==> src/rtl/dma_seq_pkg.sv <==
`timescale 1ns/1ps
package dma_seq_pkg;
  typedef enum logic [1:0] {ST_IDLE, ST_RD, ST_WR, ST_DEAD} st_e;
  typedef enum logic [1:0] {MD_NORMAL = 2'd0, MD_REPEAT = 2'd1, MD_BLOCK = 2'd2, MD_RSVD = 2'd3} md_e;
  typedef enum logic [1:0] {SP_HOLD = 2'd0, SP_INC = 2'd1, SP_DEC = 2'd2, SP_RSVD = 2'd3} sp_e;

  typedef struct packed {
    logic area_dst;
    sp_e  dst_sp;
    sp_e  src_sp;
    logic word;
    md_e  mode;
    logic single;
    logic en;
  } ctrl_t;

  localparam int CTRL_W = $bits(ctrl_t);

  localparam logic [2:0] SEL_SRC  = 3'd0;
  localparam logic [2:0] SEL_DST  = 3'd1;
  localparam logic [2:0] SEL_CNT  = 3'd2;
  localparam logic [2:0] SEL_BLK  = 3'd3;
  localparam logic [2:0] SEL_CTRL = 3'd4;
endpackage

==> src/rtl/dma_addr_reg.sv <==
`timescale 1ns/1ps
module dma_addr_reg
  import dma_seq_pkg::*;
#(
  parameter int AW = 16
) (
  input  logic          clk_i,
  input  logic          rst_ni,
  input  logic          ld_i,
  input  logic [AW-1:0] ld_val_i,
  input  logic          step_i,
  input  sp_e           sp_i,
  input  logic          word_i,
  input  logic          restore_i,
  output logic [AW-1:0] addr_o
);
  logic [AW-1:0] addr_q, init_q, delta;

  assign delta = word_i ? AW'(2) : AW'(1);

  always_ff @(posedge clk_i or negedge rst_ni) begin
    if (!rst_ni) begin
      addr_q <= '0;
      init_q <= '0;
    end else if (ld_i) begin
      addr_q <= ld_val_i;
      init_q <= ld_val_i;
    end else if (restore_i) begin
      addr_q <= init_q;
    end else if (step_i) begin
      unique case (sp_i)
        SP_INC:  addr_q <= addr_q + delta;
        SP_DEC:  addr_q <= addr_q - delta;
        default: addr_q <= addr_q;
      endcase
    end
  end

  assign addr_o = addr_q;
endmodule

==> src/rtl/dma_cnt_reg.sv <==
`timescale 1ns/1ps
module dma_cnt_reg #(
  parameter int CW = 16
) (
  input  logic          clk_i,
  input  logic          rst_ni,
  input  logic          ld_i,
  input  logic [CW-1:0] ld_val_i,
  input  logic          dec_i,
  input  logic          reload_i,
  output logic [CW-1:0] cnt_o
);
  logic [CW-1:0] cnt_q, init_q;

  always_ff @(posedge clk_i or negedge rst_ni) begin
    if (!rst_ni) begin
      cnt_q  <= '0;
      init_q <= '0;
    end else if (ld_i) begin
      cnt_q  <= ld_val_i;
      init_q <= ld_val_i;
    end else if (reload_i) begin
      cnt_q <= init_q;
    end else if (dec_i) begin
      cnt_q <= cnt_q - CW'(1);
    end
  end

  assign cnt_o = cnt_q;
endmodule

==> src/rtl/dma_seq_fsm.sv <==
`timescale 1ns/1ps
module dma_seq_fsm
  import dma_seq_pkg::*;
(
  input  logic clk_i,
  input  logic rst_ni,
  input  logic en_i,
  input  logic req_i,
  input  logic stop_i,
  input  logic single_i,
  input  md_e  mode_i,
  input  logic last_i,
  input  logic blk_zero_i,
  output st_e  st_o,
  output logic rd_o,
  output logic wr_o,
  output logic dead_o,
  output logic src_step_o,
  output logic dst_step_o,
  output logic cnt_dec_o,
  output logic blk_dec_o,
  output logic reload_o,
  output logic fin_o
);
  st_e  st_q, st_d, st_post;
  logic last_q, end_now, at_post, rld_mode;

  assign rld_mode = (mode_i == MD_REPEAT) || (mode_i == MD_BLOCK);
  assign end_now  = single_i ? last_i : last_q;
  assign at_post  = (st_q == ST_RD && single_i) || (st_q == ST_WR);

  // decision after a complete read/write pair
  always_comb begin
    if (end_now)                                st_post = rld_mode ? ST_DEAD : ST_IDLE;
    else if (mode_i == MD_BLOCK && !stop_i)     st_post = ST_RD;
    else                                        st_post = ST_IDLE;
  end

  always_comb begin
    st_d = st_q;
    unique case (st_q)
      ST_IDLE: if (en_i && req_i && !stop_i) st_d = ST_RD;
      ST_RD:   st_d = single_i ? st_post : ST_WR;
      ST_WR:   st_d = st_post;
      ST_DEAD: st_d = ST_IDLE;
      default: st_d = ST_IDLE;
    endcase
  end

  always_ff @(posedge clk_i or negedge rst_ni) begin
    if (!rst_ni) begin
      st_q   <= ST_IDLE;
      last_q <= 1'b0;
    end else begin
      st_q <= st_d;
      if (st_q == ST_RD) last_q <= last_i;
    end
  end

  assign st_o       = st_q;
  assign rd_o       = (st_q == ST_RD);
  assign wr_o       = (st_q == ST_WR);
  assign dead_o     = (st_q == ST_DEAD);
  assign src_step_o = rd_o;
  assign dst_step_o = wr_o;
  assign cnt_dec_o  = rd_o;
  assign blk_dec_o  = rd_o && (mode_i == MD_BLOCK) && last_i;
  assign reload_o   = dead_o;
  assign fin_o      = (at_post && end_now && !rld_mode) ||
                      (dead_o && mode_i == MD_BLOCK && blk_zero_i);

  p_wr_after_rd_r2: assert property (@(posedge clk_i) disable iff (!rst_ni)
    rd_o && !single_i |=> wr_o);
  p_dead_once_r7: assert property (@(posedge clk_i) disable iff (!rst_ni)
    dead_o |=> !dead_o && !rd_o && !wr_o);
  p_no_start_off_r10: assert property (@(posedge clk_i) disable iff (!rst_ni)
    (st_q == ST_IDLE) && !en_i |=> !rd_o);
endmodule

==> src/rtl/dma_seq.sv <==
`timescale 1ns/1ps
module dma_seq
  import dma_seq_pkg::*;
#(
  parameter int AW = 16,
  parameter int CW = 16
) (
  input  logic          clk_i,
  input  logic          rst_ni,
  input  logic          cfg_we_i,
  input  logic [2:0]    cfg_sel_i,
  input  logic [AW-1:0] cfg_wdata_i,
  input  logic [2:0]    rd_sel_i,
  output logic [AW-1:0] rd_data_o,
  input  logic          req_i,
  input  logic          stop_i,
  output logic [AW-1:0] bus_addr_o,
  output logic          bus_rd_o,
  output logic          bus_wr_o,
  output logic          dead_o,
  output logic          done_o
);
  localparam int NADDR = 2;

  ctrl_t         ctrl_q;
  logic          done_q, stop_pend_q, stop_any, cfg_acc, idle_stop;
  st_e           st;
  logic          src_step, dst_step, cnt_dec, blk_dec, reload, fin;
  logic [AW-1:0] addr_q [NADDR];
  logic [CW-1:0] xfer_cnt, blk_cnt;

  assign cfg_acc   = cfg_we_i && !ctrl_q.en;
  assign stop_any  = stop_i || stop_pend_q;
  assign idle_stop = (st == ST_IDLE) && ctrl_q.en && stop_any;

  always_ff @(posedge clk_i or negedge rst_ni) begin
    if (!rst_ni) begin
      ctrl_q      <= '0;
      done_q      <= 1'b0;
      stop_pend_q <= 1'b0;
    end else begin
      if (cfg_acc && cfg_sel_i == SEL_CTRL) ctrl_q <= ctrl_t'(cfg_wdata_i[CTRL_W-1:0]);
      else if (fin || idle_stop)            ctrl_q.en <= 1'b0;

      if (cfg_acc && cfg_sel_i == SEL_CTRL) done_q <= 1'b0;
      else if (fin)                         done_q <= 1'b1;

      if (idle_stop || !ctrl_q.en) stop_pend_q <= 1'b0;
      else if (stop_i)             stop_pend_q <= 1'b1;
    end
  end

  dma_seq_fsm u_fsm (
    .clk_i      (clk_i),
    .rst_ni     (rst_ni),
    .en_i       (ctrl_q.en),
    .req_i      (req_i),
    .stop_i     (stop_any),
    .single_i   (ctrl_q.single),
    .mode_i     (ctrl_q.mode),
    .last_i     (xfer_cnt == CW'(1)),
    .blk_zero_i (blk_cnt == '0),
    .st_o       (st),
    .rd_o       (bus_rd_o),
    .wr_o       (bus_wr_o),
    .dead_o     (dead_o),
    .src_step_o (src_step),
    .dst_step_o (dst_step),
    .cnt_dec_o  (cnt_dec),
    .blk_dec_o  (blk_dec),
    .reload_o   (reload),
    .fin_o      (fin)
  );

  for (genvar g = 0; g < NADDR; g++) begin : g_addr
    localparam logic       IS_DST = (g == 1);
    localparam logic [2:0] SEL    = IS_DST ? SEL_DST : SEL_SRC;
    dma_addr_reg #(.AW(AW)) u_addr (
      .clk_i     (clk_i),
      .rst_ni    (rst_ni),
      .ld_i      (cfg_acc && cfg_sel_i == SEL),
      .ld_val_i  (cfg_wdata_i),
      .step_i    (IS_DST ? dst_step : src_step),
      .sp_i      (IS_DST ? ctrl_q.dst_sp : ctrl_q.src_sp),
      .word_i    (ctrl_q.word),
      .restore_i (reload && (ctrl_q.area_dst == IS_DST)),
      .addr_o    (addr_q[g])
    );
  end

  dma_cnt_reg #(.CW(CW)) u_xfer (
    .clk_i    (clk_i),
    .rst_ni   (rst_ni),
    .ld_i     (cfg_acc && cfg_sel_i == SEL_CNT),
    .ld_val_i (cfg_wdata_i[CW-1:0]),
    .dec_i    (cnt_dec),
    .reload_i (reload),
    .cnt_o    (xfer_cnt)
  );

  dma_cnt_reg #(.CW(CW)) u_blk (
    .clk_i    (clk_i),
    .rst_ni   (rst_ni),
    .ld_i     (cfg_acc && cfg_sel_i == SEL_BLK),
    .ld_val_i (cfg_wdata_i[CW-1:0]),
    .dec_i    (blk_dec),
    .reload_i (1'b0),
    .cnt_o    (blk_cnt)
  );

  assign bus_addr_o = bus_wr_o ? addr_q[1] : addr_q[0];
  assign done_o     = done_q;

  always_comb begin
    unique case (rd_sel_i)
      SEL_SRC:  rd_data_o = addr_q[0];
      SEL_DST:  rd_data_o = addr_q[1];
      SEL_CNT:  rd_data_o = AW'(xfer_cnt);
      SEL_BLK:  rd_data_o = AW'(blk_cnt);
      SEL_CTRL: rd_data_o = AW'({done_q, ctrl_q});
      default:  rd_data_o = '0;
    endcase
  end

  p_cfg_lock_r1: assert property (@(posedge clk_i) disable iff (!rst_ni)
    ctrl_q.en |=> $stable(ctrl_q.mode) && $stable(ctrl_q.single) && $stable(ctrl_q.word));
  p_off_quiet_r6: assert property (@(posedge clk_i) disable iff (!rst_ni)
    !ctrl_q.en |-> !bus_rd_o && !bus_wr_o && !dead_o);
  p_done_disables_r6: assert property (@(posedge clk_i) disable iff (!rst_ni)
    $rose(done_q) |-> !ctrl_q.en);
  p_single_dst_hold_r4: assert property (@(posedge clk_i) disable iff (!rst_ni)
    bus_rd_o && ctrl_q.single |=> $stable(addr_q[1]));
  p_blk_only_block_r8: assert property (@(posedge clk_i) disable iff (!rst_ni)
    bus_rd_o && ctrl_q.mode != MD_BLOCK |=> $stable(blk_cnt));
endmodule

==> config.mk <==
export PLATFORM = sky130hd
export DESIGN_NAME = dma_seq
export DESIGN_NICKNAME = d
export VERILOG_FILES = /design/src/rtl/dma_seq_pkg.sv /design/src/rtl/dma_addr_reg.sv /design/src/rtl/dma_cnt_reg.sv /design/src/rtl/dma_seq_fsm.sv /design/src/rtl/dma_seq.sv
export SDC_FILE = /design/constraint.sdc
export NUM_CORES = 1
export LEC_CHECK = 0
export ABC_AREA = 1
export BUFFER_PORTS_ARGS = -buffer_cell sky130_fd_sc_hd__buf_4
export CORE_UTILIZATION = 45
export DETAILED_ROUTE_END_ITERATION = 8
export HOLD_SLACK_MARGIN = 0.05
export PLACE_DENSITY = 0.66
export SETUP_SLACK_MARGIN = 0.15
export SYNTH_ARGS = -nofsm -noshare
export SYNTH_HDL_FRONTEND = slang
export SYNTH_SLANG_ARGS = --single-unit
==> constraint.sdc <==
create_clock -name clk_i -period 3.15 [get_ports clk_i]
set_clock_uncertainty 0.1 [all_clocks]
set_input_delay 0.1575 -clock clk_i [delete_from_list [all_inputs] [get_ports clk_i]]
set_output_delay 0.1575 -clock clk_i [all_outputs]
set_load 0.02 [all_outputs]
### Word-level counts from Yosys, hierarchy flattened

Index checks and enable logic that the tools add are counted.

| cells by class | value |
|---|---|
| $add $sub $neg | 6 |
| eq/ne operators | 19 |
| muxes and demuxes | 29 |
| bitwise operators | 1 |
| reductions and logical operators | 44 |

Operator list:

| kind | count |
|---|---|
| 16-bit 2-to-1 mux | 12 |
| 16-bit case mux with 5 select lines | 1 |
| 16-bit case mux with 2 select lines | 2 |
| 16-bit adder | 2 |
| 16-bit by 1-bit subtractor with 16-bit output (second input constant) | 2 |
| 16-bit subtractor | 2 |
| 1-bit logical AND | 20 |
| 16-bit by 1-bit equality test with 1-bit output (second input constant) | 1 |
| 16-bit logical NOT | 1 |
| 3-bit by 2-bit equality test with 1-bit output (second input constant) | 4 |
| 2-bit equality test (second input constant) | 5 |
| 2-bit 2-to-1 mux | 5 |
| 3-bit nonzero test | 3 |
| 2-bit by 1-bit equality test with 1-bit output (second input constant) | 4 |
| 1-bit 2-to-1 mux | 8 |
| 2-bit case mux with 4 select lines | 1 |
| 2-bit nonzero test | 4 |
| 4-bit nonzero test | 2 |
| 3-bit by 1-bit equality test with 1-bit output (second input constant) | 2 |
| 3-bit equality test (second input constant) | 2 |
| 3-bit logical NOT | 2 |
| 1-bit logical OR | 6 |
| 2-bit AND reduction | 2 |
| 1-bit logical NOT | 3 |
| 3 further kinds | 3 |

| storage, ports and cells | value |
|---|---|
| register bits | 127 |
| word-level logic and storage cells | 117 |

### Logic depth before layout (Yosys ltp)

Gate-level depths: netlist of run 1.

| logic depth | value |
|---|---|
| depth after elaboration | 9 |
| depth in mapped cells | 18 |
| mapped depth without buffers | 17 |

### By module

Synthesis of run 1 repeated with hierarchy kept, for this count alone.

| unflattened totals | value |
|---|---|
| cells, all modules | 1683 |
| area total of the unflattened synthesis | 10906.7 um^2 |

By module, submodules not included:

| module | times used | cells an instance | area each (um^2) | seq. area each (um^2) |
|---|---|---|---|---|
| dma_addr_reg | 2 | 429 | 2658.8 | 800.8 |
| dma_cnt_reg | 2 | 261 | 1868.0 | 800.8 |
| dma_seq | 1 | 259 | 1579.0 | 300.3 |
| dma_seq_fsm | 1 | 44 | 274.0 | 75.1 |

### Worst setup path before layout of run 1

No wires, ideal clock.

| timing path | value |
|---|---|
| kind | register to register |
| from | reg ctrl_q[7] (netlist name) |
| to | reg g_addr[1].u_addr.addr_q[9] |
| data arrival time | 2042 ps |
| data required time | 2932 ps |
| path slack | 890 ps |
| stages on the path, launching flop included | 19 |
| buffers on the path | 1 |
| clock period less this slack | 2260 ps |
| path through | dfrtp_1 -> inv_1 -> ha_1 -> clkbuf_1 -> inv_1 -> nor2_1 -> ha_1 -> nand2_1 -> nand2_1 -> nand2_1 -> nand2_1 -> nand2_1 -> nand2_1 -> nand2_1 -> nand2_1 -> nand2_1 -> nand3_1 -> a21oi_1 -> nor2_1 |

| between the ends | value |
|---|---|
| word-level cells in the longest chain between the ends | 5 |
| elaborated cells on any way between the ends | 8 |

Ends and longest elaborated chain:

| element | RTL line | source |
|---|---|---|
| from (decl) | dma_seq.sv:25 | `ctrl_t ctrl_q;` |
| from (signal assigned) | dma_seq.sv:42 | `if (cfg_acc && cfg_sel_i == SEL_CTRL) ctrl_q <= ctrl_t'(cfg_wdata_i[CTRL_W-1:0]);` |
| 2-bit equality test / 2-bit by 1-bit equality test with 1-bit output (equally long branches) | dma_addr_reg.sv:31 | `unique case (sp_i)` |
| 16-bit case mux with 2 select lines | dma_addr_reg.sv:31 |  |
| 16-bit 2-to-1 mux | dma_addr_reg.sv:30 | `end else if (step_i) begin` |
| 16-bit 2-to-1 mux | dma_addr_reg.sv:28 | `end else if (restore_i) begin` |
| 16-bit 2-to-1 mux | dma_addr_reg.sv:25 | `end else if (ld_i) begin` |
| to (signal assigned) | dma_addr_reg.sv:26 | `addr_q <= ld_val_i;` |
| to (signal assigned) | dma_addr_reg.sv:29 | `addr_q <= init_q;` |
| to (signal assigned) | dma_addr_reg.sv:32 | `SP_INC: addr_q <= addr_q + delta;` |
| to (decl) | dma_addr_reg.sv:17 | `logic [AW-1:0] addr_q, init_q, delta;` |

Several ways; a longest one is shown, not always the timed one. The select of a mux whose other input is x is not followed.
A chain may end at the register's enable or synchronous reset.

### Worst setup path in the final report of run 1

| timing path | value |
|---|---|
| from | reg ctrl_q[5] (netlist name) |
| to | reg g_addr[0].u_addr.addr_q[13] |

| between the ends | value |
|---|---|
| word-level cells in the longest chain between the ends | 5 |
| elaborated cells on any way between the ends | 8 |

Ends and longest elaborated chain:

| element | RTL line |
|---|---|
| 2-bit equality test / 2-bit by 1-bit equality test with 1-bit output (equally long branches) | dma_addr_reg.sv:31 |
| 16-bit case mux with 2 select lines | dma_addr_reg.sv:31 |
| 16-bit 2-to-1 mux | dma_addr_reg.sv:30 |
| 16-bit 2-to-1 mux | dma_addr_reg.sv:28 |
| 16-bit 2-to-1 mux | dma_addr_reg.sv:25 |
| to (signal assigned) | dma_addr_reg.sv:26 |
| to (signal assigned) | dma_addr_reg.sv:29 |
| to (signal assigned) | dma_addr_reg.sv:32 |
| to (decl) | dma_addr_reg.sv:17 |

Several ways; a longest one is shown, not always the timed one. The select of a mux whose other input is x is not followed.

==> results of run 1 <==
## worst paths after layout
| check | from | endpoint | slack (ps) | cells after the start |
|---|---|---|---|---|
| worst max register to register | ctrl_q[5]$_DFFE_PN0P_ | g_addr[0].u_addr.addr_o[13]$_DFFE_PN0P_ | 650 | 13 |
| worst min register to register | u_xfer.init_q[14]$_DFFE_PN0P_ | u_xfer.init_q[14]$_DFFE_PN0P_ | 370 | 2 |
| max in group asynchronous | rst_ni | g_addr[1].u_addr.addr_o[6]$_DFFE_PN0P_ | 1970 | 3 |
| min in group asynchronous | rst_ni | u_xfer.init_q[4]$_DFFE_PN0P_ | 220 | 2 |
| worst min-delay path | cfg_sel_i[2] | u_blk.cnt_o[13]$_DFFE_PN0P_ | 100 | 6 |
| worst max-delay path | ctrl_q[5]$_DFFE_PN0P_ | g_addr[0].u_addr.addr_o[13]$_DFFE_PN0P_ | 650 | 13 |
## state kept, by name, summed over array words and instances (netlist names), 2 cells and up
name / cells
u_blk.cnt_o: 16
ctrl_q: 10
g_addr.u_addr.addr_o: 32
u_fsm.st_o: 2
g_addr.u_addr.init_q: 32
u_xfer.cnt_o: 16
u_xfer.init_q: 16
## placed cells by master, fill, tap and decap left out, types with 4 or more instances in the layout
| cell | netlist | layout |
|---|---|---|
| sky130_fd_sc_hd__a221oi_1 | 10 | 10 |
| sky130_fd_sc_hd__nor2_2 | 10 | 10 |
| sky130_fd_sc_hd__dfrtp_1 | 127 | 127 |
| sky130_fd_sc_hd__xnor2_1 | 5 | 5 |
| sky130_fd_sc_hd__inv_1 | 189 | 189 |
| sky130_fd_sc_hd__clkbuf_16 | 0 | 17 |
| sky130_fd_sc_hd__xor2_1 | 17 | 17 |
| sky130_fd_sc_hd__nand4_1 | 12 | 12 |
| sky130_fd_sc_hd__dlygate4sd3_1 | 0 | 18 |
| sky130_fd_sc_hd__o22ai_1 | 13 | 13 |
| sky130_fd_sc_hd__a22oi_1 | 6 | 6 |
| sky130_fd_sc_hd__nand2_1 | 421 | 421 |
| sky130_fd_sc_hd__nor3_1 | 8 | 8 |
| sky130_fd_sc_hd__o211ai_1 | 8 | 8 |
| sky130_fd_sc_hd__ha_1 | 12 | 12 |
| sky130_fd_sc_hd__o221ai_1 | 24 | 24 |
| sky130_fd_sc_hd__inv_2 | 11 | 11 |
| sky130_fd_sc_hd__nor2_4 | 5 | 5 |
| sky130_fd_sc_hd__nand3_1 | 96 | 96 |
| sky130_fd_sc_hd__clkbuf_8 | 0 | 4 |
| sky130_fd_sc_hd__a21oi_1 | 68 | 68 |
| sky130_fd_sc_hd__o21ai_0 | 151 | 151 |
| sky130_fd_sc_hd__buf_4 | 3 | 75 |
| sky130_fd_sc_hd__nor2_1 | 125 | 125 |
| sky130_fd_sc_hd__nand2_2 | 7 | 7 |
## kinds of logic after synthesis
family	Yosys count
AND/OR/NAND/NOR	694
AO/OA/AOI/OAI	293
buffers and inverters	253
flip-flops	127
XOR/XNOR	22
adder cells (fa/ha/maj)	14
## per-layer routing
metal / up-vias / GRT usage [%] / share of wire [%]
li1: 4682 / - / -
met5: - / 0 / 0
met3: 78 / 5.50 / 8.0
met1: 4448 / 45.1 / 44
met4: 0 / 14.3 / 4.1
met2: 444 / 48.4 / 44
## where the power goes
part	leakage, uW	switching (uW)	internal, uW
clock	0.000303	789	1330
combinational	0.00366	3180	1630
sequential	0.00156	686	2140
## what timing repair did
| item | CTS | global route |
|---|---|---|
| endpoints found under the hold margin | 123 | 0 |
| setup endpoints to repair | 0 | 0 |
| hold buffers | 18 | 0 |
## area by class of cell
class	count	area (um2)
timing repair buffer	95	774
inverter	201	754
clock buffer	21	480
multi-input combinational	1023	4960
fill	1936	9090
tap	265	332
clock inverter	11	153
sequential	127	3180
## metrics by stage
stage	cell area (um2)	util, %
final	10600	53.9
after detailed placement	9820	49.8
after global routing	10600	53.9
after floorplan	9180	-
after CTS	10600	53.9
after global placement	9820	49.8
## worst max-delay path, delay by kind of cell (launching register included)
kind | cells | cell delay (ps)
AND/OR/NAND/NOR | 7 | 680
AO/OA/AOI/OAI | 2 | 360
adder cells (fa/ha/maj) | 1 | 450
flip-flops | 1 | 370
buffers and inverters | 3 | 470
==> implementation parameters, run 1 <==
Parameter                              Value

Outcome
  Run status ... complete, no violations

Floorplan
  Effective utilization at floorplan ... 46.6%
  Die Footprint ... 21000 um2
  Die width ... 145 um
  Die outline height ... 145 um
  Top-Level Pins ... 63
  Number of rows created at floorplan ... ~50
  Core Area ... 19700 um2

Setup path
  Signal arrival time at the worst endpoint ... 2760 ps
  Cell at the slowest stage of the critical path ... sky130_fd_sc_hd__ha_1
  Biggest fanout along the worst timing path ... 16
  Startpoint kind of the worst setup timing path ... flop
  CP cell instances ... inv_1, ha_1, buf_4, nand2_1, nand2_2, inv_2, nand2_1, nor2_1, a21oi_1, nand3_1, nand3_1, nand2_1, a21oi_1
  Cell type with the highest occurrence count on the critical path ... sky130_fd_sc_hd__nand2_1
  Kind of end point of the critical path ... flop
  Critical path type ... reg2reg
  CP required ... 3420 ps
  Peak per-stage delay on the critical path ... 450 ps

Drt
  Starting DRT DRC Count ... 1054
  Via-per-instance ratio ... between 5 and 6
  Post-route ant nets ... 0
  Detailed-route wire length per cell ... ~18 um
  Via count ... 9652
  Detailed-routing iteration count for the pre-antenna-repair pass ... 6
  Detailed-route DRC error count ... 0
  Routed wire length ... around 32000 um

Clock tree
  Clock insertion delay at the later pin of the skew report ... about 440 ps
  Clock tree from TritonCTS ... done
  Count of cells resized by post-cts repair ... 0
  CTS Root Buffer Type ... sky130_fd_sc_hd__clkbuf_16
  Number of sinks driven by the clock tree ... 127
  Number of buffers created by CTS ... 17
  Number of H-tree levels ... 4
  Clock transition at the registers of the reported paths ... 60 ps
  Post-CTS setup-driven buffer insertion count ... 0
  Buffer depth of the longest clock path ... 2

Logic synthesis
  Synthesis Warnings ... 0
  Flip-flop and latch count after synthesis ... 127
  Main area contributors after synthesis ... sky130_fd_sc_hd__dfrtp_1 (35%), sky130_fd_sc_hd__nand2_1 (17%), sky130_fd_sc_hd__o21ai_0 (8.2%), sky130_fd_sc_hd__inv_1 (7.7%), sky130_fd_sc_hd__nand3_1 (5.2%)
  FFs w/ async S/R, synth ... 100%
  Combinational family with the most area after synthesis ... simple AND/OR/NAND/NOR gates
  Syn Std Cell Area ... between 9000 and 10000 um2
  Synth Area per Inst ... 6.54 um2
  Post-synthesis compound-gate area fraction ... 18.3%
  Post-synth net total ... 1444
  Simple-Gate Fraction of Synth Area ... 31.6%
  Top cell type by total area after synthesis ... sky130_fd_sc_hd__dfrtp_1
  Arithmetic-cell share of the synthesized area counting full adders, half adders and majority gates ... 2.07%
  EDFF count, synth ... 0
  Post-synthesis xor/xnor area fraction ... ~2.1%
  Most instantiated cells after synthesis ... sky130_fd_sc_hd__nand2_1 (421), sky130_fd_sc_hd__inv_1 (189), sky130_fd_sc_hd__o21ai_0 (151)
  Most used standard cell by instance count after synthesis ... sky130_fd_sc_hd__nand2_1
  Sequential element share of the synthesized area ... 34.6%
  Top_reg_cell synth ... sky130_fd_sc_hd__dfrtp_1
  Number of instances in the synthesized netlist ... about 1400
  Number of distinct library cells after synthesis ... 39
  Fraction of synthesized area in multiplexers ... 0%
  Area fraction of the dominant cell type after synthesis ... 34.6%

Final layout
  Number of nets in the layout ... 1506
  Layout-stage area growth over the synthesis result ... 15.8%
  Post-route insts no fill ... 1743
  Layout cells sized above 1 ... 10.0%
  Antenna fix cells ... 0

STA
  Fmax achieved ... 401 MHz
  Shortest period the worst path allows ... ~2500 ps
  Final setup margin ... 653 ps
  Fin Hold WS ... approximately 100 ps
  Final Hold Vio Count ... 0
  TNS Setup ... 0 ps
  Setup repair after global routing missed its margin ... false
  Relative slew margins ... approximately two fifths
  Measured slew at the worst slew-check pin ... 878 ps
  Fin. max-slew vios ... 0
  Total of endpoints with negative setup slack in the final report ... 0
  Final clock period utilization by the worst path ... 79.3%

Global route
  Pin count of the biggest net entering global routing ... 78
  Global-route wire length before repair ... just under 50000 um
  Via count of the first global-routing pass ... 8590
  Gr ovfl total ... 0
  All-Layer GR Usage ... 32.2%
  Number of antenna violations at the first check in global routing ... 0

Place
  Setup Slack @ Placement ... between 600 and 700 ps
  Cell count after placement ... 1693
  Gp weighted congestion ... 0.972
  Placed wire-length estimate after detailed placement ... 23800 um
  Quantity of I/O buffers inserted on ports ... between 60 and 70

Pwr
  Total power ... 9760 uW
  Power per unit of standard cell area ... around 920 nW/um2
  Leakage dissipation ... about 0.0055 uW
  Highest ir drop seen on vdd ... 0.422 mV

Run
  # Max-Cap Violations ... 0

Worst hold path
  Worst hold path class ... in2reg
(Power assumes the default switching activity.)
==> run 2: changes to the inputs <==
--- a/config.mk
+++ b/config.mk
@@ -5,7 +5,7 @@
 export SDC_FILE = /design/constraint.sdc
 export NUM_CORES = 1
 export LEC_CHECK = 0
-export ABC_AREA = 1
+export ABC_AREA = 0
 export BUFFER_PORTS_ARGS = -buffer_cell sky130_fd_sc_hd__buf_4
 export CORE_UTILIZATION = 45
 export DETAILED_ROUTE_END_ITERATION = 8
==> constraint.sdc (replaced) <==
create_clock -name clk_i -period 2.62 [get_ports clk_i]
set_clock_uncertainty 0.1 [all_clocks]
set_input_delay 0.131 -clock clk_i [delete_from_list [all_inputs] [get_ports clk_i]]
set_output_delay 0.131 -clock clk_i [all_outputs]
set_load 0.02 [all_outputs]
==> run 2 against run 1 <==
  * Maximum frequency is 4.3% lower
  * Sequential power hardly changed
  * Clock power is 24% higher
  * Largest power group unchanged
  * Die area is 2.5% lower
  * Sequential share of layout area is 2.5 points lower
  * Largest cell class unchanged
==> implementation parameters, run 2 <==
Parameter                              Value

Setup path
  Startpoint kind of the worst setup timing path ... flop
  Cell at the slowest stage of the critical path ... sky130_fd_sc_hd__or4b_4
  Signal arrival time at the worst endpoint ... 2800 ps (+40 ps)
  Biggest fanout along the worst timing path ... 2 (-14)
  WP buf/inv ... 2 (-1)
  FF-to-FF Start ... ctrl_q[5]$_DFFE_PN0P_
  Kind of end point of the critical path ... flop
  Peak per-stage delay on the critical path ... 460 ps (about the same)
  Critical path origin ... ctrl_q[5]$_DFFE_PN0P_
  CP required ... 2820 ps (-600 ps)
  CP cell instances ... inv_2, ha_4, inv_4, nor2_4, fa_2, or4b_4, a211oi_2, o211ai_1, a31oi_1, mux2i_1, o221ai_1
  Critical path type ... reg2reg
  Family with the most delay on the worst path ... compound AO/OA/AOI/OAI gates

Pwr
  Switching power as a share of total power ... 38.5% (-9.2 points)
  Internal power ... 5850 uW (+14%)
  Power per unit of standard cell area ... 818 nW/um2 (-11%)
  Leakage dissipation ... 0.00499 uW (-9.6%)
  Power share of the sequential group ... 29.8% (+0.8 points)
  Share of total power in the clock network ... 27.6% (+5.8 points)
  Power spent charging and discharging nets ... 3660 uW (-21%)
  Highest ir drop seen on vdd ... 0.578 mV (+37%)
  Logic pwr share ... 42.6% (-6.7 points)

Logic synthesis
  Synthesis Warnings ... 0 (unchanged)
  Synth Area per Inst ... 7.90 um2 (+21%)
  Top cell type by total area after synthesis ... sky130_fd_sc_hd__dfrtp_1
  Fraction of synthesized area in multiplexers ... 5.80% (+5.8 points)
  Arithmetic-cell share of the synthesized area counting full adders, half adders and majority gates ... 2.13% (+0.054 points)
  Sequential element share of the synthesized area ... 35.5% (+0.90 points)
  Simple-Gate Fraction of Synth Area ... 25.0% (-6.6 points)
  Combinational family with the most area after synthesis ... simple AND/OR/NAND/NOR gates
  Number of distinct library cells after synthesis ... 74 (+90%)
  Syn Std Cell Area ... 8950 um2 (-2.5%)
  Post-synthesis compound-gate area fraction ... 22.1% (+3.9 points)
  Post-synth net total ... 1173 (-19%)
  EDFF count, synth ... 0 (unchanged)
  Number of instances in the synthesized netlist ... 1132 (-19%)
  Post-synthesis xor/xnor area fraction ... 4.60% (+2.5 points)
  Top_reg_cell synth ... sky130_fd_sc_hd__dfrtp_1
  Flip-flop and latch count after synthesis ... 127 (unchanged)
  Main area contributors after synthesis ... sky130_fd_sc_hd__dfrtp_1 (36%), sky130_fd_sc_hd__nand2_1 (11%), sky130_fd_sc_hd__o21ai_0 (4.2%), sky130_fd_sc_hd__nor2_1 (3.6%), sky130_fd_sc_hd__clkbuf_1 (3.5%)
  Most instantiated cells after synthesis ... sky130_fd_sc_hd__nand2_1 (266), sky130_fd_sc_hd__dfrtp_1 (127), sky130_fd_sc_hd__nor2_1 (86)
  Most used standard cell by instance count after synthesis ... sky130_fd_sc_hd__nand2_1
  FFs w/ async S/R, synth ... 100% (unchanged)
  Area fraction of the dominant cell type after synthesis ... 35.5% (+0.90 points)

Run
  # Max-Cap Violations ... 0 (unchanged)

Drt
  Detailed-route wire length per cell ... 21.0 um (+14%)
  Detailed-routing iteration count for the pre-antenna-repair pass ... 5 (-1)
  Routed wire length ... 32100 um (-0.41%)
  Starting DRT DRC Count ... 950 (-9.9%)
  Via-per-instance ratio ... 6.12 (+11%)
  Detailed-route DRC error count ... 0 (unchanged)
  Post-route ant nets ... 0 (unchanged)
  Via count ... 9356 (-3.1%)

Final layout
  Fin util ... 59.7% (+5.8 points)
  Finished Cell Area ... 11600 um2 (+9.3%)
  Commonest cells after routing, fill and taps aside ... sky130_fd_sc_hd__nand2_1 (264), sky130_fd_sc_hd__buf_4 (161), sky130_fd_sc_hd__dfrtp_1 (125)
  Number of nets in the layout ... 1291 (-14%)
  Layout-stage area growth over the synthesis result ... 29.9%
  Layout cells sized above 1 ... 25.3% (+15 points)
  Most common cell after layout, fill and taps aside ... sky130_fd_sc_hd__nand2_1
  Antenna fix cells ... 0 (unchanged)

Floorplan
  Die width ... 143 um (-1.3%)
  Die Footprint ... 20400 um2 (-2.5%)
  Core Area ... 19500 um2 (-1.3%)
  Effective utilization at floorplan ... 46.0% (-0.59 points)
  Number of rows created at floorplan ... 51 (unchanged)
  Die outline height ... 143 um (-1.3%)
  Top-Level Pins ... 63 (unchanged)

STA
  Relative slew margins ... 47.7% (+6.4 points)
  Fin. max-slew vios ... 0 (unchanged)
  Measured slew at the worst slew-check pin ... 782 ps (-95.6 ps)
  Setup repair after global routing missed its margin ... true
  Final Hold Vio Count ... 0 (unchanged)
  Shortest period the worst path allows ... 2610 ps (+111 ps)
  Final clock period utilization by the worst path ... 99.5% (+20 points)
  TNS Setup ... 0 ps (unchanged)
  Fmax achieved ... 383 MHz (-4.3%)
  Total of endpoints with negative setup slack in the final report ... 0 (unchanged)

Global route
  Via count of the first global-routing pass ... 8442 (-1.7%)
  Gr ovfl total ... 0 (unchanged)
  All-Layer GR Usage ... 32.0% (-0.18 points)
  Number of antenna violations at the first check in global routing ... 0 (unchanged)
  Pin count of the biggest net entering global routing ... 69 (-12%)
  Global-route wire length before repair ... 48700 um (-1.8%)

Clock tree
  CTS Root Buffer Type ... sky130_fd_sc_hd__clkbuf_16
  Clock transition at the registers of the reported paths ... 60 ps (about the same)
  Clock insertion delay at the later pin of the skew report ... 430 ps (about the same)
  Number of sinks driven by the clock tree ... 127 (unchanged)
  Number of H-tree levels ... 4 (unchanged)
  Clock tree from TritonCTS ... done
  Buffer depth of the longest clock path ... 2 (unchanged)
  Number of buffers created by CTS ... 17 (unchanged)

Worst hold path
  Worst hold path class ... in2reg
  Hold path startpoint ... cfg_sel_i[0]

Place
  Placed Instance Area ... 10100 um2 (+3.2%)
  Quantity of I/O buffers inserted on ports ... 62 (unchanged)
  Gp weighted congestion ... 0.933 (-4.0%)
  Placed wire-length estimate after detailed placement ... 22300 um (-6.3%)

Outcome
  Run status ... complete, no violations
## run 2: changes by cell type after synthesis, sizes merged, moves of 13 or more
cell,before,now
a21oi,68,47
a22oi,6,38
buf,24,8
clkbuf,28,83
inv,200,22
mux2,0,21
mux2i,0,17
nand2,429,266
nand3,97,14
nor2,140,86
nor2b,0,15
o21ai,155,76
or3,0,13
xnor2,5,23
## run 2: stage by stage
stage,hold WS [ps],setup WS [ps],total power [uW],instances
2_1_floorplan,-265,-42.0,4950,1132
3_3_place_gp,84.9,31.9,6250,1457
3_5_place_dp,89.4,-15.1,6300,1457
4_1_cts,108,51.6,9080,1515
5_1_grt,145,-154,9940,1528
6_report,110,12.3,9510,1528
## run 2: power by group through the flow
stage / Combinational [uW] / Sequential (uW) / Clock, uW
finish: 4060 / 2840 / 2620
global route: 4360 / 2880 / 2700
CTS: 3660 / 2790 / 2630
detailed placement: 3470 / 2820 / 0
global placement: 3440 / 2810 / 0
floorplan: 2290 / 2660 / 0
## run 2: path summary, 6_finish.rpt
check	end	depth (start not counted)	slack (ps)
worst min-delay path	u_blk.cnt_o[15]$_DFFE_PN0P_	3	110
max in group asynchronous	u_fsm.st_o[0]$_DFFE_PN0P_	3	1510
worst max-delay path	g_addr[0].u_addr.addr_o[14]$_DFFE_PN0P_	11	10
worst max register to register	g_addr[0].u_addr.addr_o[14]$_DFFE_PN0P_	11	10
min in group asynchronous	g_addr[1].u_addr.addr_o[13]$_DFFE_PN0P_	2	150
worst min register to register	g_addr[0].u_addr.init_q[11]$_DFFE_PN0P_	2	380
## run 2: cell families after synthesis
group                      after synthesis
and+or+nand+nor                        490
xor gates and xnor gates                47
AOI/OAI and AO/OA                      297
muxes                                   43
buffers and inverters                  114
DFF                                    127
adders and majority gates               14
## run 2: metal layers
layer,track usage (%),up-vias,share of wire (%)
met5,0,-,0
met1,44.5,4539,42
li1,-,4277,-
met3,5.87,63,8.7
met2,48.2,477,45
met4,14.5,0,3.8
## run 2: area by class of cell
cell class,count,area [um2]
Sequential cell,127,3180
Multi-Input combinational cell,891,5850
Clock buffer,20,467
Tap cell,265,332
Inverter,23,88.8
Fill cell,1694,7840
Clock inverter,12,183
Timing Repair Buffer,190,1520
## run 2: worst reg2reg max path, stage by stage, from the launching register on
cell                       delay, ps
sky130_fd_sc_hd__dfrtp_1         390
sky130_fd_sc_hd__inv_2            90
sky130_fd_sc_hd__ha_4            150
sky130_fd_sc_hd__inv_4            40
sky130_fd_sc_hd__nor2_4          100
sky130_fd_sc_hd__fa_2            230
sky130_fd_sc_hd__or4b_4          460
sky130_fd_sc_hd__a211oi_2        240
sky130_fd_sc_hd__o211ai_1        140
sky130_fd_sc_hd__a31oi_1         220
sky130_fd_sc_hd__mux2i_1         200
sky130_fd_sc_hd__o221ai_1        120
## run 2: timing repair
action	in CTS	in global routing
resized for setup	34	79
hold endpoints to repair	188	0
hold buffers	21	0
endpoints found under the setup margin	27	38
buffers inserted	5	13
pin swaps	13	39
==> run 3: changes to the inputs <==
--- a/config.mk
+++ b/config.mk
@@ -10,8 +10,11 @@
 export CORE_UTILIZATION = 45
 export DETAILED_ROUTE_END_ITERATION = 8
 export HOLD_SLACK_MARGIN = 0.05
+export MAX_ROUTING_LAYER = met4
 export PLACE_DENSITY = 0.66
 export SETUP_SLACK_MARGIN = 0.15
+export SKIP_LAST_GASP = 1
+export SLEW_MARGIN = 20
 export SYNTH_ARGS = -nofsm -noshare
 export SYNTH_HDL_FRONTEND = slang
 export SYNTH_SLANG_ARGS = --single-unit
==> run 3 against run 2 <==
  * Die area stayed put
  * Count of clock-buffer cells in the layout shrank 2
  * Setup slack worse by 22 ps
  * Sequential power hardly changed
  * The run now ends with negative setup slack left
  * Highest routed layer unchanged
  * Register-to-register slack got worse by 20 ps
  * Clock power about the same
  * Total power hardly changed
  * Critical path type unchanged
==> implementation parameters, run 3 (same netlist as run 2, synthesis figures left out) <==
Parameter                              Value

Clock tree
  Number of H-tree levels ... 4 (unchanged)
  Number of buffers created by CTS ... 17 (unchanged)
  Buffer depth of the longest clock path ... 2 (unchanged)
  Clock transition at the registers of the reported paths ... 60 ps (about the same)
  CTS Root Buffer Type ... sky130_fd_sc_hd__clkbuf_16
  Clock insertion delay at the later pin of the skew report ... 430 ps (about the same)
  Number of sinks driven by the clock tree ... 127 (unchanged)
  Clock tree from TritonCTS ... done

Drt
  Via count ... 9380 (+0.26%)
  Top layer reached by signal wires ... met4
  Post-route ant nets ... 0 (unchanged)
  Routed wire length ... 32300 um (+0.90%)
  Detailed-routed wire length on met2 ... 14400 um (-0.50%)
  Starting DRT DRC Count ... 999 (+5.2%)
  Detailed-route DRC error count ... 0 (unchanged)
  Via-per-instance ratio ... 6.13 (+0.13%)
  Detailed-route wire length per cell ... 21.1 um (+0.77%)
  Routed length on met1 ... 14000 um (+3.5%)
  Detailed-routing iteration count for the pre-antenna-repair pass ... 6 (+1)
  Metal3 WL ... 2490 um (-11%)

Global route
  All-Layer GR Usage ... 33.3% (+1.3 points)
  Gr ovfl total ... 0 (unchanged)
  Global-route wire length before repair ... 49300 um (+1.4%)
  Pin count of the biggest net entering global routing ... 67 (-2.9%)
  Number of antenna violations at the first check in global routing ... 0 (unchanged)
  Via count of the first global-routing pass ... 8558 (+1.4%)

Pwr
  Leakage dissipation ... 0.00501 uW (+0.28%)
  Power per unit of standard cell area ... 821 nW/um2 (+0.37%)
  Highest ir drop seen on vdd ... 0.506 mV (-12%)

Place
  Setup Slack @ Placement ... -32.6 ps (-17.5 ps)
  Quantity of I/O buffers inserted on ports ... 62 (unchanged)
  Placed Instance Area ... 10100 um2 (+0.15%)
  Cell count after placement ... 1459 (+0.14%)
  Gp weighted congestion ... 0.970 (+4.0%)
  Placed wire-length estimate after detailed placement ... 22500 um (+0.88%)

Final layout
  Antenna fix cells ... 0 (unchanged)
  Post-route insts no fill ... 1530 (+0.13%)
  Finished Cell Area ... 11600 um2 (-0.40%)
  Most common cell after layout, fill and taps aside ... sky130_fd_sc_hd__nand2_1
  Number of nets in the layout ... 1293 (+0.15%)
  Fillcell total ... 1699 (+0.30%)
  Layout cells sized above 1 ... 24.9% (-0.36 points)
  Fin util ... 59.5% (-0.24 points)
  Layout-stage area growth over the synthesis result ... 29.4%
  Commonest cells after routing, fill and taps aside ... sky130_fd_sc_hd__nand2_1 (261), sky130_fd_sc_hd__buf_4 (164), sky130_fd_sc_hd__dfrtp_1 (125)

Worst hold path
  Worst hold path class ... in2reg

Setup path
  Cell at the slowest stage of the critical path ... sky130_fd_sc_hd__dfrtp_2
  CP required ... 2880 ps (+60 ps)
  Kind of end point of the critical path ... flop
  Startpoint kind of the worst setup timing path ... flop
  Signal arrival time at the worst endpoint ... 2890 ps (+90 ps)
  Critical path type ... reg2reg
  Biggest fanout along the worst timing path ... 4 (+2)
  Peak per-stage delay on the critical path ... 450 ps (about the same)
  CP cell instances ... ha_4, nor2b_4, fa_2, nand2b_1, o21ai_1, a22o_2, buf_4, o31ai_4, a221oi_2, mux2_4, a21oi_2

STA
  Fmax achieved ... 380 MHz (-0.83%)
  Relative slew margins ... 49.5% (+1.8 points)
  Measured slew at the worst slew-check pin ... 756 ps (-26.4 ps)
  Setup repair after global routing missed its margin ... true
  Final clock period utilization by the worst path ... 100% (+0.83 points)
  Fin Hold WS ... 100 ps (-10.0 ps)
  Final Hold Vio Count ... 0 (unchanged)
  Shortest period the worst path allows ... 2630 ps (+21.8 ps)
  Final setup margin ... -9.59 ps (-21.8 ps)
  Fin. max-slew vios ... 0 (unchanged)
  Total of endpoints with negative setup slack in the final report ... 1 (+1)

Floorplan
  Number of rows created at floorplan ... 51 (unchanged)
  Core Area ... 19500 um2 (unchanged)
  Top-Level Pins ... 63 (unchanged)
  Die outline height ... 143 um (unchanged)
  Die Footprint ... 20400 um2 (unchanged)
  Die width ... 143 um (unchanged)
  Effective utilization at floorplan ... 46.0% (unchanged)

Outcome
  Run status ... finished, violations left
  Violations in the final reports ... negative setup slack

Run
  # Max-Cap Violations ... 0 (unchanged)
==> run 3: power breakdown <==
| part | switching, uW | total [uW] | internal [uW] |
|---|---|---|---|
| registers | 467 | 2820 | 2360 |
| clock network | 999 | 2610 | 1610 |
| logic | 2260 | 4070 | 1820 |
==> run 3: worst paths after layout <==
kind / from / to / slack, ps / cells after the start
setup / recovery: ctrl_q[8]$_DFFE_PN0P_ / g_addr[1].u_addr.addr_o[6]$_DFFE_PN0P_ / -10 / 11
hold / removal: cfg_sel_i[0] / u_blk.cnt_o[14]$_DFFE_PN0P_ / 100 / 3
setup reg to reg: ctrl_q[8]$_DFFE_PN0P_ / g_addr[1].u_addr.addr_o[6]$_DFFE_PN0P_ / -10 / 11
hold reg to reg: g_addr[0].u_addr.init_q[5]$_DFFE_PN0P_ / g_addr[0].u_addr.init_q[5]$_DFFE_PN0P_ / 370 / 2
max in group asynchronous: rst_ni / u_xfer.init_q[6]$_DFFE_PN0P_ / 1490 / 3
min in group asynchronous: rst_ni / g_addr[1].u_addr.addr_o[13]$_DFFE_PN0P_ / 170 / 2
==> run 3: critical path, delay by kind of cell, from the launching register on <==
family                   cells  cell delay (ps)
flip-flops                   1              450
multiplexers                 1              310
AO/OA/AOI/OAI                5              760
adder cells (fa/ha/maj)      2              550
AND/OR/NAND/NOR              2              210
buffers and inverters        1              160
==> run 3: final cells by class <==
| type | count | area (um2) | area share, % |
|---|---|---|---|
| multi-input cells | 891 | 5810 | 50.2 |
| clock buffers | 18 | 429 | 3.71 |
| flip-flops and latches | 127 | 3180 | 27.5 |
| clock inverters | 14 | 208 | 1.79 |
| well taps | 265 | 332 | 2.86 |
| repair buffers | 192 | 1530 | 13.2 |
| inverters | 23 | 88.8 | 0.767 |
==> run 3: metrics by stage <==
step	total power (uW)	setup TNS (ps)
CTS	9140	0
finish	9510	-9.59
global placement	6240	0
detailed placement	6310	-61.0
floorplan	4950	-75.7
global route	9960	-1190
==> run 3: repair_timing <==
item	CTS	global route
endpoints found under the setup margin	23	40
gates resized for setup	40	65
setup buffers	10	9
hold endpoints to repair	185	0
hold buffers	20	0
pin swaps	21	40
==> run 3: layer usage <==
| metal | GRT usage, % | vias to the layer above |
|---|---|---|
| li1 | - | 4296 |
| met1 | 45.0 | 4553 |
| met2 | 48.5 | 447 |
| met3 | 5.03 | 84 |
| met4 | 16.9 | 0 |
| met5 | - | - |
